File: config.mk
export PLATFORM = sky130hd
export DESIGN_NAME = spdif_biphase_tx
export DESIGN_NICKNAME = d
export VERILOG_FILES = /design/src/rtl/spdif_tx_pkg.sv /design/src/rtl/spdif_src_mux.sv /design/src/rtl/spdif_sf_builder.sv /design/src/rtl/spdif_bmc_enc.sv /design/src/rtl/spdif_biphase_tx.sv
export SDC_FILE = /design/constraint.sdc
export NUM_CORES = 1
export LEC_CHECK = 0
export BUFFER_PORTS_ARGS = -buffer_cell sky130_fd_sc_hd__buf_2
export CORE_MARGIN = 10
export CORE_UTILIZATION = 40
export DETAILED_ROUTE_END_ITERATION = 7
export PLACE_DENSITY = 0.67
export SETUP_SLACK_MARGIN = 0.05
export SYNTH_ARGS = -nofsm -noshare
export SYNTH_HDL_FRONTEND = slang
export SYNTH_SLANG_ARGS = --single-unit
File: constraint.sdc
create_clock -name clk -period 6.9 [get_ports clk]
set_input_delay 1.725 -clock clk [delete_from_list [all_inputs] [get_ports clk]]
set_output_delay 1.725 -clock clk [all_outputs]
set_load 0.01 [all_outputs]
File: src/rtl/spdif_tx_pkg.sv
package spdif_tx_pkg;
   localparam int SLOT_CNT    = 32;
   localparam int HALF_CNT    = 2 * SLOT_CNT;
   localparam int HALF_W      = $clog2(HALF_CNT);
   localparam int PRE_SLOTS   = 4;
   localparam int PRE_HALVES  = 2 * PRE_SLOTS;
   localparam int AUX_LO      = 4;
   localparam int SMP_LO      = 12;
   localparam int VAL_SLOT    = 28;
   localparam int USR_SLOT    = 29;
   localparam int CST_SLOT    = 30;
   localparam int PAR_SLOT    = 31;

   localparam logic [PRE_HALVES-1:0] PRE_BLOCK = 8'b1110_1000;
   localparam logic [PRE_HALVES-1:0] PRE_CHA   = 8'b1110_0010;
   localparam logic [PRE_HALVES-1:0] PRE_CHB   = 8'b1110_0100;

   typedef enum logic {
      SRC_PCM = 1'b0,
      SRC_FMT = 1'b1
   } src_sel_e;
endpackage

File: src/rtl/spdif_src_mux.sv
module spdif_src_mux
   import spdif_tx_pkg::*;
#(
   parameter int SAMPLE_W = 16
) (
   input  logic [SAMPLE_W-1:0] pcm_word,
   input  logic                pcm_vld,
   input  logic [SAMPLE_W-1:0] fmt_word,
   input  logic                fmt_vld,
   input  logic                src_sel,
   output logic [SAMPLE_W-1:0] sel_word,
   output logic                sel_vld
);
   src_sel_e src;

   always_comb begin
      src      = src_sel_e'(src_sel);
      sel_vld  = (src == SRC_FMT) ? fmt_vld  : pcm_vld;
      sel_word = (src == SRC_FMT) ? fmt_word : pcm_word;
      // an absent sample is sent as silence
      if (!sel_vld) sel_word = '0;
   end
endmodule

File: src/rtl/spdif_sf_builder.sv
module spdif_sf_builder
   import spdif_tx_pkg::*;
#(
   parameter int                        SAMPLE_W         = 16,
   parameter int                        FRAMES_PER_BLOCK = 192,
   parameter logic [FRAMES_PER_BLOCK-1:0] CS_WORD        = '0
) (
   input  logic                  clk,
   input  logic                  rst_n,
   input  logic                  load,
   input  logic [SAMPLE_W-1:0]   word,
   input  logic                  vld,
   input  logic                  chan_b,
   output logic [PRE_HALVES-1:0] pre_now,
   output logic [PRE_HALVES-1:0] pre_q,
   output logic [SLOT_CNT-1:0]   bits_q
);
   localparam int BLK_W = $clog2(FRAMES_PER_BLOCK);
   localparam logic [BLK_W-1:0] BLK_LAST = BLK_W'(FRAMES_PER_BLOCK - 1);

   logic [BLK_W-1:0]    blk_cnt;
   logic [BLK_W-1:0]    last_idx;
   logic [BLK_W-1:0]    cs_idx;
   logic [SLOT_CNT-1:0] bits_nxt;

   always_comb begin
      if (chan_b)              pre_now = PRE_CHB;
      else if (blk_cnt == '0)  pre_now = PRE_BLOCK;
      else                     pre_now = PRE_CHA;
      cs_idx = chan_b ? last_idx : blk_cnt;
   end

   always_comb begin
      bits_nxt                     = '0;
      bits_nxt[SMP_LO +: SAMPLE_W] = word;
      bits_nxt[VAL_SLOT]           = ~vld;
      bits_nxt[USR_SLOT]           = 1'b0;
      bits_nxt[CST_SLOT]           = CS_WORD[cs_idx];
      bits_nxt[PAR_SLOT]           = ^bits_nxt[PAR_SLOT-1:AUX_LO];
   end

   always_ff @(posedge clk) begin
      if (!rst_n) begin
         pre_q    <= '0;
         bits_q   <= '0;
         blk_cnt  <= '0;
         last_idx <= '0;
      end else if (load) begin
         pre_q  <= pre_now;
         bits_q <= bits_nxt;
         if (!chan_b) begin
            last_idx <= blk_cnt;
            blk_cnt  <= (blk_cnt == BLK_LAST) ? '0 : blk_cnt + 1'b1;
         end
      end
   end
endmodule

File: src/rtl/spdif_bmc_enc.sv
module spdif_bmc_enc
   import spdif_tx_pkg::*;
(
   input  logic                  clk,
   input  logic                  rst_n,
   input  logic                  half_en,
   input  logic [PRE_HALVES-1:0] pre_now,
   input  logic [PRE_HALVES-1:0] pre_q,
   input  logic [SLOT_CNT-1:0]   bits_q,
   output logic                  load,
   output logic [HALF_W-1:0]     idx,
   output logic                  line
);
   logic inv;

   assign load = half_en && (idx == '0);

   always_ff @(posedge clk) begin
      if (!rst_n) begin
         idx  <= '0;
         line <= 1'b0;
         inv  <= 1'b0;
      end else if (half_en) begin
         idx <= idx + 1'b1;
         if (idx == '0) begin
            line <= pre_now[PRE_HALVES-1] ^ line;
            inv  <= line;
         end else if (idx < HALF_W'(PRE_HALVES)) begin
            line <= pre_q[~idx[2:0]] ^ inv;
         end else if (!idx[0]) begin
            line <= ~line;
         end else begin
            line <= line ^ bits_q[idx[HALF_W-1:1]];
         end
      end
   end
endmodule

File: src/rtl/spdif_biphase_tx.sv
module spdif_biphase_tx
   import spdif_tx_pkg::*;
#(
   parameter int                          SAMPLE_W         = 16,
   parameter int                          FRAMES_PER_BLOCK = 192,
   parameter logic [FRAMES_PER_BLOCK-1:0] CS_WORD          = 'h6
) (
   input  logic                clk,
   input  logic                rst_n,
   input  logic                half_en,
   input  logic [SAMPLE_W-1:0] pcm_word,
   input  logic                pcm_vld,
   input  logic [SAMPLE_W-1:0] fmt_word,
   input  logic                fmt_vld,
   input  logic                src_sel,
   input  logic                chan_b,
   output logic                line_out
);
   generate
      if (SAMPLE_W != 16) begin : g_bad_width
         $error("spdif_biphase_tx: only 16-bit samples are supported");
      end
      if (SMP_LO + SAMPLE_W > VAL_SLOT) begin : g_bad_fit
         $error("spdif_biphase_tx: sample does not fit its slots");
      end
      if (FRAMES_PER_BLOCK < 2) begin : g_bad_block
         $error("spdif_biphase_tx: block length too short");
      end
   endgenerate

   logic [SAMPLE_W-1:0]   sel_word;
   logic                  sel_vld;
   logic [PRE_HALVES-1:0] pre_now;
   logic [PRE_HALVES-1:0] pre_q;
   logic [SLOT_CNT-1:0]   sf_bits;
   logic                  load_stb;
   logic [HALF_W-1:0]     enc_idx;

   spdif_src_mux #(.SAMPLE_W(SAMPLE_W)) i_mux (
      .pcm_word (pcm_word),
      .pcm_vld  (pcm_vld),
      .fmt_word (fmt_word),
      .fmt_vld  (fmt_vld),
      .src_sel  (src_sel),
      .sel_word (sel_word),
      .sel_vld  (sel_vld)
   );

   spdif_sf_builder #(
      .SAMPLE_W         (SAMPLE_W),
      .FRAMES_PER_BLOCK (FRAMES_PER_BLOCK),
      .CS_WORD          (CS_WORD)
   ) i_build (
      .clk     (clk),
      .rst_n   (rst_n),
      .load    (load_stb),
      .word    (sel_word),
      .vld     (sel_vld),
      .chan_b  (chan_b),
      .pre_now (pre_now),
      .pre_q   (pre_q),
      .bits_q  (sf_bits)
   );

   spdif_bmc_enc i_enc (
      .clk     (clk),
      .rst_n   (rst_n),
      .half_en (half_en),
      .pre_now (pre_now),
      .pre_q   (pre_q),
      .bits_q  (sf_bits),
      .load    (load_stb),
      .idx     (enc_idx),
      .line    (line_out)
   );
endmodule

==> key figures, run 1 <==
Final layout
  • Layout Nets: 393
  • Most common cell after layout, fill and taps aside: dfxtp_1
  • Fin cells: 447
  • Diode count: 0
  • Fraction of layout cells with a size suffix above 1: 17.7%
  • Most frequent cells in the layout: 47 x dfxtp_1, 39 x buf_2, 38 x nand2_1
  • Synthesis-to-layout area growth: 11.2%
  • # fillers: 679

Power
  • Combinational power share: 22.9%
  • Int Pwr: 419 uW
  • Clk pwr share: 28.4%
  • Power Density: 194 nW/um^2
  • Overall power: 605 uW
  • Switch share: 30.8%
  • Maximum VDD drop: 0.0730 mV
  • LEAKAGE: 1.20 nW
  • Sw power: 186 uW
  • Sequential share of power: 48.7%

Clock tree
  • CTS Hold Buffers Added: 0
  • Clock Sinks: between 40 and 50
  • Post-CTS sizing: 0
  • Root buffer cell: clkbuf_8
  • CTS clk-pin slew, worst paths: 90 ps
  • H-tree levels: 2
  • Clk buf depth: 2
  • CTS tree: yes
  • Post-CTS setup buffer count: 0
  • Clk Latency, worst-skew pair: 310 ps
  • CTS buffer count: 5

Worst setup path
  • Crit path launch type: primary input
  • Worst endpoint required time: 7140 ps
  • CP Max Fanout: 26
  • CP startpoint: src_sel
  • Slowest CP cell: a2111oi_1
  • Cell Chain, Critical Path: buf_2, mux2i_1, xor2_1, xnor2_2, nor2_1, a2111oi_1, nand2_1, o211ai_2
  • Crit Path Category: primary input to register
  • Worst r2r dst: i_build.blk_cnt[5]
  • Worst setup EP type: register
  • Critical Path AT: just under 4000 ps
  • Reg2reg start: i_enc.idx[1]
  • FF-to-FF path depth: 8
  • R2R Setup Slk: about 4500 ps
  • Max stage delay on crit path: 530 ps

Yosys
  • Largest family of logic cells by synthesized area: simple AND/OR/NAND/NOR gates
  • Synth Area in Compound Gates: 14.4%
  • FFs w/ async S/R, synth: 0%
  • Post-Syn Instances: 325
  • Synth Area in Adders: 1.78%
  • Main synth FF type: dfxtp_1
  • Post-synthesis net count: 368
  • Post-Synth Simple-Gate Area: 23.9%
  • Synth unique cells: 45
  • Synth Cell Area: 2810 um^2
  • Mux contribution to synthesized area: around 12%
  • Synth warn: 0
  • XOR/XNOR Fraction of Synth Area: 10.5%
  • Syn Area/Cell: about 8.7 um^2
  • Seq/Total Area, Yosys: 33.5%
  • EDFF count, synth: 0
  • Number of synthesized register bits: between 40 and 50

Die
  • Initial core utilization: 41.4%
  • Die ar.: roughly 11,000 um^2
  • Width of the die: ~100 um
  • I/O pin cnt: 40
  • Die Height: between 100 and 150 um
  • # rows: 30
  • Placeable Area: 6790 um^2

Worst hold path
  • Hold Crit Class: register to register
  • Hold_sp: i_build.last_idx[2]
  • Hold Path Depth: 2
  • Worst hold endpoint: i_build.last_idx[2]

Timing
  • Setup TNS: 0 ps
  • Minimum clock period: 3700 ps
  • Final Setup Violations: 0
  • Skew final: roughly 7.9 ps
  • Final hold vios: 0
  • Measured slew at the worst slew-check pin: 1160 ps
  • Final setup margin: 3200 ps
  • Final period util: 53.6%
  • Final Slew Violations: 0
  • Slew Limit Headroom: 22.4%
  • Fmax: 0.270 GHz
  • RSZ-0062 raised after global routing: false

Global routing
  • Vias in the first global route: 2,187
  • Overall Global Routing Usage: 10.7%
  • GRT Max-Usage Layer: met2
  • Largest net degree at the start of global routing: 46
  • GR Util met3: 2.11%
  • Gr ovfl total: 0
  • First-pass GRT wire length: between 9000 and 10,000 um
  • Initial antenna violation count: 0
  • Met2 Use GR: between 15 and 20%
  • GR met1 Demand/Resource: 13.4%

Route
  • DR DRC count: 0
  • First DRT Iteration DRCs: 96
  • Routed len/inst: 13.1 um
  • Final wirelength: 5850 um
  • Routed Antenna Nets: 0
  • Vias per Instance: just over 5
  • Vias: 2,279
  • Drt first pass iters: 4

Placed design
  • Placer Congestion: roughly 0.75
  • Port-buffer cells: 39
  • Pre-CTS setup slack: 2920 ps
  • Dpl cells: 439
  • Detailed Place HPWL: 4420 um

Outcome
  • Outcome: finished clean

Job
  • Max cap viols: 0
sequential cells by signal, indices dropped and copies added, names as in the netlist:
| name | cells |
|---|---|
| i_enc.idx | 6 |
| i_build.bits_q | 19 |
| i_build.last_idx | 8 |
| i_build.blk_cnt | 8 |
| i_build.pre_q | 4 |
| i_enc.line | 1 |
| i_enc.inv | 1 |
stage by stage:
| stage | area (um^2) | hold WS (ps) | utilization [%] |
|---|---|---|---|
| global route | 3130 | 493 | 46.0 |
| CTS | 3130 | 474 | 46.0 |
| global placement | 3030 | 451 | 44.6 |
| finish | 3130 | 469 | 46.0 |
| detailed placement | 3030 | 459 | 44.6 |
| floorplan | 2810 | 440 | - |
worst max path at each step:
stage                         endpoint  slack, ps  cells after the start
finish              i_build.bits_q[31]       3200                      8
global route        i_build.bits_q[31]       3000                      8
CTS                 i_build.bits_q[31]       3240                      8
detailed placement  i_build.bits_q[31]       2920                      8
global placement    i_build.bits_q[31]       3010                      8
floorplan           i_build.bits_q[31]       3530                      8
final cells by class:
type	count	area, um^2	area share (%)
sequential	47	941	30.1
timing repair buffer	40	203	6.49
multi-input combinational	250	1750	55.9
tap	96	120	3.84
clock buffer	5	68.8	2.20
inverter	6	22.5	0.721
clock inverter	3	23.8	0.761
cell families after synthesis:
logic type	after synthesis
compound gates	60
xor+xnor	32
flops	47
simple gates	128
mux	26
fa+ha+maj	4
buf+inv	28
worst max-delay path: cells and delay by family:
family,cells,cell delay [ps]
compound gates,2,700
buf+inv,1,500
simple gates,2,240
xor+xnor,2,420
mux,1,340
cell usage after synthesis, types with 2 or more instances:
cell       n  share of area [%]
inv_1      6               0.80
xnor2_2    2                1.2
xnor2_1    9                2.8
xor2_1    21                6.5
nor3_1    20                3.6
clkbuf_1  16                2.1
nand4_1    6                1.3
o211ai_1   3               0.80
nand3b_1   5                1.3
ha_1       4                1.8
nor4b_2    2                1.1
nor2_1    15                2.0
a21oi_1   24                4.3
dfxtp_1   47                 33
mux4_2     5                4.0
buf_6      2               0.80
nand3_1    9                1.6
o21ai_0    4               0.71
and2_1     5                1.1
buf_2      3               0.53
nor2b_1   19                4.2
or3_1      3               0.67
nand2_1   38                5.1
o21a_1     3               0.80
a21boi_0  13                3.5
o211a_1    3                1.1
mux2i_1   20                7.1
per-layer routing:
layer  wire length, um  vias up
met5                 0        -
met4               107        0
met2              2890       16
met1              2740     1070
li1                  -     1186
met3               119        7
power by group through the flow:
| stage | sequential, mW | combinational, mW | clock [mW] |
|---|---|---|---|
| 2_1_floorplan | 0.295 | 0.112 | 0 |
| 3_3_place_gp | 0.301 | 0.136 | 0 |
| 3_5_place_dp | 0.301 | 0.139 | 0 |
| 4_1_cts | 0.295 | 0.139 | 0.176 |
| 5_1_grt | 0.297 | 0.156 | 0.189 |
| 6_report | 0.295 | 0.139 | 0.172 |
Note: power is estimated with default switching activity, not from simulation.
==> inputs of run 2 (changes only) <==
==> constraint.sdc (replaced) <==
create_clock -name clk -period 3.5 [get_ports clk]
set_input_delay 0.875 -clock clk [delete_from_list [all_inputs] [get_ports clk]]
set_output_delay 0.875 -clock clk [all_outputs]
set_load 0.01 [all_outputs]
==> run 2 against run 1 <==
Compared with the run above: first-iteration DRC count down 8.3%; flip-flop and latch count unchanged; via count up 0.75%; critical path depth unchanged; combinational power up 100%; global-route usage up 0.45 points; count of clock-buffer cells in the layout up 1; final cell count up 1.1%; die area unchanged; sequential share of layout area down 0.59 points.
==> key figures, run 2 (synthesis results as in run 1) <==
Final layout
  • Most frequent cells in the layout: 47 x dfxtp_1, 39 x buf_2, 38 x nand2_1
  • Final Cell Area: 3190 um^2 (+2.0%)
  • Fin cells: 452 (+1.1%)
  • Final design utilization: 46.9% (+0.92 points)
  • Fraction of layout cells with a size suffix above 1: 18.8% (+1.2 points)
  • # fillers: 666 (-1.9%)
  • Diode count: 0 (unchanged)
  • Layout Nets: 398 (+1.3%)
  • Most common cell after layout, fill and taps aside: dfxtp_1
  • Registers with the most flip-flops: i_build.bits_q (19), i_build.blk_cnt (8), i_build.last_idx (8)
  • Number of flip-flops in the largest register: 19 (unchanged)
  • Most flop-heavy register: i_build.bits_q
  • Seq. cell area: 941 um^2 (unchanged)
  • Multi-input logic area: 1750 um^2 (unchanged)
  • Synthesis-to-layout area growth: 13.4%

Power
  • Power Density: 401 nW/um^2 (+110%)
  • Maximum VDD drop: 0.128 mV (+75%)
  • Sw power: 357 uW (+92%)
  • Int Pwr: 920 uW (+120%)
  • Combinational power share: 22.3% (-0.6 points)
  • Sequential share of power: 45.4% (-3.3 points)
  • LEAKAGE: 1.25 nW (+3.7%)
  • Switch share: 28.0% (-2.8 points)
  • Overall power: 1.28 mW (+110%)
  • Clk pwr share: 32.3% (+3.9 points)

Die
  • Width of the die: 104 um (unchanged)
  • # rows: 30 (unchanged)
  • Initial core utilization: 41.4% (unchanged)
  • Placeable Area: 6790 um^2 (unchanged)
  • Die Height: 104 um (unchanged)
  • I/O pin cnt: 40 (unchanged)
  • Die ar.: 10,800 um^2 (unchanged)

Worst setup path
  • Crit path launch type: primary input
  • Critical Path AT: 2920 ps (-1020 ps)
  • Crit Path Category: primary input to register
  • Worst setup endpoint: i_build.bits_q[31]
  • R2R Setup Slk: 1250 ps (-3230 ps)
  • CP Max Fanout: 14 (-46%)
  • FF-to-FF path depth: 6 (-2)
  • Worst setup EP type: register
  • CP startpoint: src_sel
  • Worst r2r dst: i_enc.line
  • Reg2reg start: i_enc.idx[1]
  • Worst endpoint required time: 3740 ps (-3400 ps)

Clock tree
  • Root buffer cell: clkbuf_8
  • H-tree levels: 2 (unchanged)
  • CTS tree: yes
  • CTS Hold Buffers Added: 0 (unchanged)
  • Clk Latency, worst-skew pair: 300 ps (about the same)
  • Clock Sinks: 47 (unchanged)
  • CTS clk-pin slew, worst paths: 90 ps (about the same)
  • Post-CTS setup buffer count: 0 (unchanged)
  • CTS buffer count: 5 (unchanged)
  • Clk buf depth: 2 (unchanged)
  • Post-CTS sizing: 0 (unchanged)

Placed design
  • Port-buffer cells: 39 (unchanged)
  • Placed cell area: 3070 um^2 (+1.2%)
  • Detailed Place HPWL: 4540 um (+2.5%)
  • Dpl cells: 444 (+1.1%)
  • Placer Congestion: 0.776 (+3.0%)
  • Pre-CTS setup slack: 495 ps (-2420 ps)

Outcome
  • Outcome: finished clean

Timing
  • RSZ-0062 raised after global routing: false
  • Final period util: 76.7%
  • Slew Limit Headroom: 56.1% (+34 points)
  • Fmax: 0.373 GHz
  • Final hold vios: 0 (unchanged)
  • Final Setup Violations: 0 (unchanged)
  • Minimum clock period: 2680 ps
  • Hold_ws: 473 ps (+4.03 ps)
  • Skew final: 10.1 ps (+2.15 ps)
  • Final setup margin: 816 ps (-2380 ps)
  • Final Slew Violations: 0 (unchanged)
  • Setup TNS: 0 ps (unchanged)
  • Measured slew at the worst slew-check pin: 658 ps (-505 ps)

Worst hold path
  • Hold Crit Class: register to register
  • Hold_sp: i_build.last_idx[5]

Route
  • Routed len/inst: 13.3 um (+1.2%)
  • Drt first pass iters: 4 (unchanged)
  • Vias: 2,296 (+0.75%)
  • Vias per Instance: 5.08 (-0.37%)
  • Final wirelength: 5990 um (+2.3%)
  • First DRT Iteration DRCs: 88 (-8.3%)
  • DR DRC count: 0 (unchanged)
  • Routed Antenna Nets: 0 (unchanged)

Global routing
  • Gr ovfl total: 0 (unchanged)
  • Largest net degree at the start of global routing: 46 (unchanged)
  • First-pass GRT wire length: 10,600 um (+5.9%)
  • Vias in the first global route: 2,363 (+8.0%)
  • Initial antenna violation count: 0 (unchanged)
  • Overall Global Routing Usage: 11.2% (+0.45 points)

Job
  • Max cap viols: 0 (unchanged)
## run 2: cell count changes in the layout (fill, tap and decap cells not counted), sizes merged
cell	previous run	this run
buf	40	45
clkinvlp	2	0
bufinv	0	1
clkbuf	5	6
clkinv	0	1
inv	7	6
## run 2: layout make-up
class                           count  share of cell area, %
Clock buffer                        6                   2.59
Tap cell                           96                   3.77
Timing Repair Buffer               45                   7.54
Multi-Input combinational cell    250                   54.8
Sequential cell                    47                   29.5
Inverter                            6                  0.706
Clock inverter                      2                   1.10
## run 2: worst min-delay path by stage
stage	cells after the start	slack [ps]	endpoint
3_5_place_dp	2	460	i_build.last_idx[5]
2_1_floorplan	2	440	i_build.pre_q[2]
4_1_cts	2	470	i_build.last_idx[7]
6_report	2	470	i_build.last_idx[5]
5_1_grt	2	510	i_build.last_idx[1]
3_3_place_gp	2	450	i_build.bits_q[28]
## run 2: critical path: stages
cell	delay [ps]
buf_2	330
buf_4	290
nor2b_1	80
a32oi_1	380
nor2_1	160
a2111oi_1	490
nand2_1	130
o211ai_2	160
## run 2: routing by layer
layer	global-route usage (%)	vias up	part of all wire (%)
li1	-	1192	-
met1	13.3	1073	46
met2	19.5	21	50
met3	2.11	10	2.0
met4	4.08	0	1.9
met5	0	-	0
## run 2: power by group through the flow
stage          clock (mW)  combinational, mW  sequential [mW]
6_report            0.412              0.284            0.580
5_1_grt             0.441              0.320            0.586
4_1_cts             0.422              0.285            0.581
3_5_place_dp            0              0.283            0.594
3_3_place_gp            0              0.274            0.593
2_1_floorplan           0              0.221            0.582
==> inputs of run 3 (changes only) <==
==> constraint.sdc (replaced) <==
create_clock -name clk -period 2.61 [get_ports clk]
set_input_delay 0.6525 -clock clk [delete_from_list [all_inputs] [get_ports clk]]
set_output_delay 0.6525 -clock clk [all_outputs]
set_load 0.01 [all_outputs]
==> run 3 against run 2 <==
Compared with the run above: final area is 0.27% higher; largest power group unchanged; sequential share of layout area is 0.081 points lower; non-clock buffer count up 6; sequential power grew 34%; flip-flop and latch count did not move; die area is the same.
==> key figures, run 3 (synthesis results as in run 1) <==
Timing
  • RSZ-0062 raised after global routing: false
  • Final Slew Violations: 0 (unchanged)
  • Measured slew at the worst slew-check pin: 480 ps (-178 ps)
  • Final Setup Violations: 0 (unchanged)
  • Fmax: 0.431 GHz
  • Final period util: 88.8%
  • Final hold vios: 0 (unchanged)
  • Hold_ws: 468 ps (-5.06 ps)
  • Minimum clock period: roughly 2300 ps
  • Slew Limit Headroom: 67.9% (+12 points)
  • Skew final: 7.28 ps (-2.80 ps)

Die
  • # rows: 30 (unchanged)
  • Placeable Area: 6790 um^2 (unchanged)
  • Initial core utilization: 41.4% (unchanged)
  • Width of the die: 104 um (unchanged)
  • Die ar.: 10,800 um^2 (unchanged)
  • Die Height: 104 um (unchanged)
  • I/O pin cnt: 40 (unchanged)

Worst setup path
  • Worst setup EP type: register
  • Critical Path AT: 2550 ps (-370 ps)
  • CP Max Fanout: 8 (-6)
  • Crit Path Category: primary input to register
  • Worst endpoint required time: 2840 ps (-900 ps)
  • Crit path launch type: primary input

Clock tree
  • Post-CTS sizing: 0 (unchanged)
  • H-tree levels: 2 (unchanged)
  • CTS buffer count: 5 (unchanged)
  • CTS Hold Buffers Added: 0 (unchanged)
  • Clk buf depth: 2 (unchanged)
  • CTS tree: yes
  • Clk Latency, worst-skew pair: 290 ps (about the same)
  • Clock Sinks: 47 (unchanged)
  • Post-CTS setup buffer count: 0 (unchanged)
  • Root buffer cell: clkbuf_8
  • CTS clk-pin slew, worst paths: 80 ps (about the same)

Final layout
  • Number of flip-flops in the largest register: 19 (unchanged)
  • Layout Nets: 404 (+1.5%)
  • Most flop-heavy register: i_build.bits_q
  • Final Cell Area: 3200 um^2 (+0.27%)
  • # fillers: 653 (-2.0%)
  • Registers with the most flip-flops: i_build.bits_q (19), i_build.blk_cnt (8), i_build.last_idx (8)
  • Fraction of layout cells with a size suffix above 1: 19.6% (+0.79 points)
  • Final design utilization: 47.1% (+0.13 points)
  • Diode count: 0 (unchanged)
  • Multi-input logic area: 1750 um^2 (unchanged)
  • Most frequent cells in the layout: 47 x dfxtp_1, 39 x buf_2, 38 x nand2_1
  • Seq. cell area: 941 um^2 (unchanged)
  • Most common cell after layout, fill and taps aside: dfxtp_1
  • Fin cells: 458 (+1.3%)
  • Synthesis-to-layout area growth: 13.7%

Global routing
  • Overall Global Routing Usage: 10.9% (-0.29 points)
  • Largest net degree at the start of global routing: 35 (-24%)
  • Gr ovfl total: 0 (unchanged)
  • Initial antenna violation count: 0 (unchanged)
  • Vias in the first global route: 2,257 (-4.5%)
  • First-pass GRT wire length: 10,200 um (-3.4%)

Route
  • Routed len/inst: 13.1 um (-1.5%)
  • Routed Antenna Nets: 0 (unchanged)
  • Vias: 2,345 (+2.1%)
  • DR DRC count: 0 (unchanged)
  • First DRT Iteration DRCs: 142 (+61%)
  • Vias per Instance: 5.12 (+0.80%)
  • Drt first pass iters: 4 (unchanged)
  • Final wirelength: 5980 um (-0.18%)

Power
  • Maximum VDD drop: 0.250 mV (+95%)
  • LEAKAGE: 1.26 nW (+0.86%)
  • Power Density: 495 nW/um^2 (+23%)
  • Overall power: 1.58 mW (+24%)

Placed design
  • Placer Congestion: 0.801 (+3.2%)
  • Port-buffer cells: 39 (unchanged)
  • Dpl cells: 450 (+1.4%)
  • Placed cell area: 3120 um^2 (+1.5%)
  • Detailed Place HPWL: 4670 um (+3.0%)

Job
  • Max cap viols: 0 (unchanged)

Outcome
  • Outcome: finished clean

Worst hold path
  • Hold Crit Class: register to register
run 3: layout make-up:
type / count / share of cell area (%)
Timing Repair Buffer: 51 / 8.92
Inverter: 6 / 0.705
Sequential cell: 47 / 29.4
Multi-Input combinational cell: 250 / 54.6
Clock inverter: 1 / 0.157
Tap cell: 96 / 3.76
Clock buffer: 7 / 2.39
run 3: worst paths after layout:
check | cells past startpoint | slack (ps) | end | from
worst max-delay path | 9 | 290 | i_build.bits_q[31] | src_sel
worst max register to register | 6 | 580 | i_enc.line | i_enc.idx[1]
worst min-delay path | 2 | 470 | i_build.last_idx[2] | i_build.last_idx[2]
worst min register to register | 2 | 470 | i_build.last_idx[2] | i_build.last_idx[2]
run 3: power breakdown:
group	switching [mW]	internal, mW
clock	0.229	0.188
combinational	0.209	0.180
sequential	0.0258	0.749
run 3: through the flow:
step | setup WS [ps] | TNS, ps
2_1_floorplan | 314 | 0
3_3_place_gp | 78.1 | 0
3_5_place_dp | -7.10 | -7.10
4_1_cts | 315 | 0
5_1_grt | 99.4 | 0
6_report | 291 | 0
run 3: layer usage:
metal,GRT usage (%),share of wire (%),vias to the layer above
met5,0,0,-
met4,3.28,1.1,0
met3,1.86,2.4,4
met2,19.2,51,25
met1,13.1,46,1112
li1,-,-,1204
run 3: critical path, stage by stage:
cell and delay (ps):
buf_2 210, buf_4 220, mux2i_1 220, xnor2_1 130
xnor2_2 300, nor3_1 100, a2111oi_1 410, nand2_1 130
o211ai_2 170
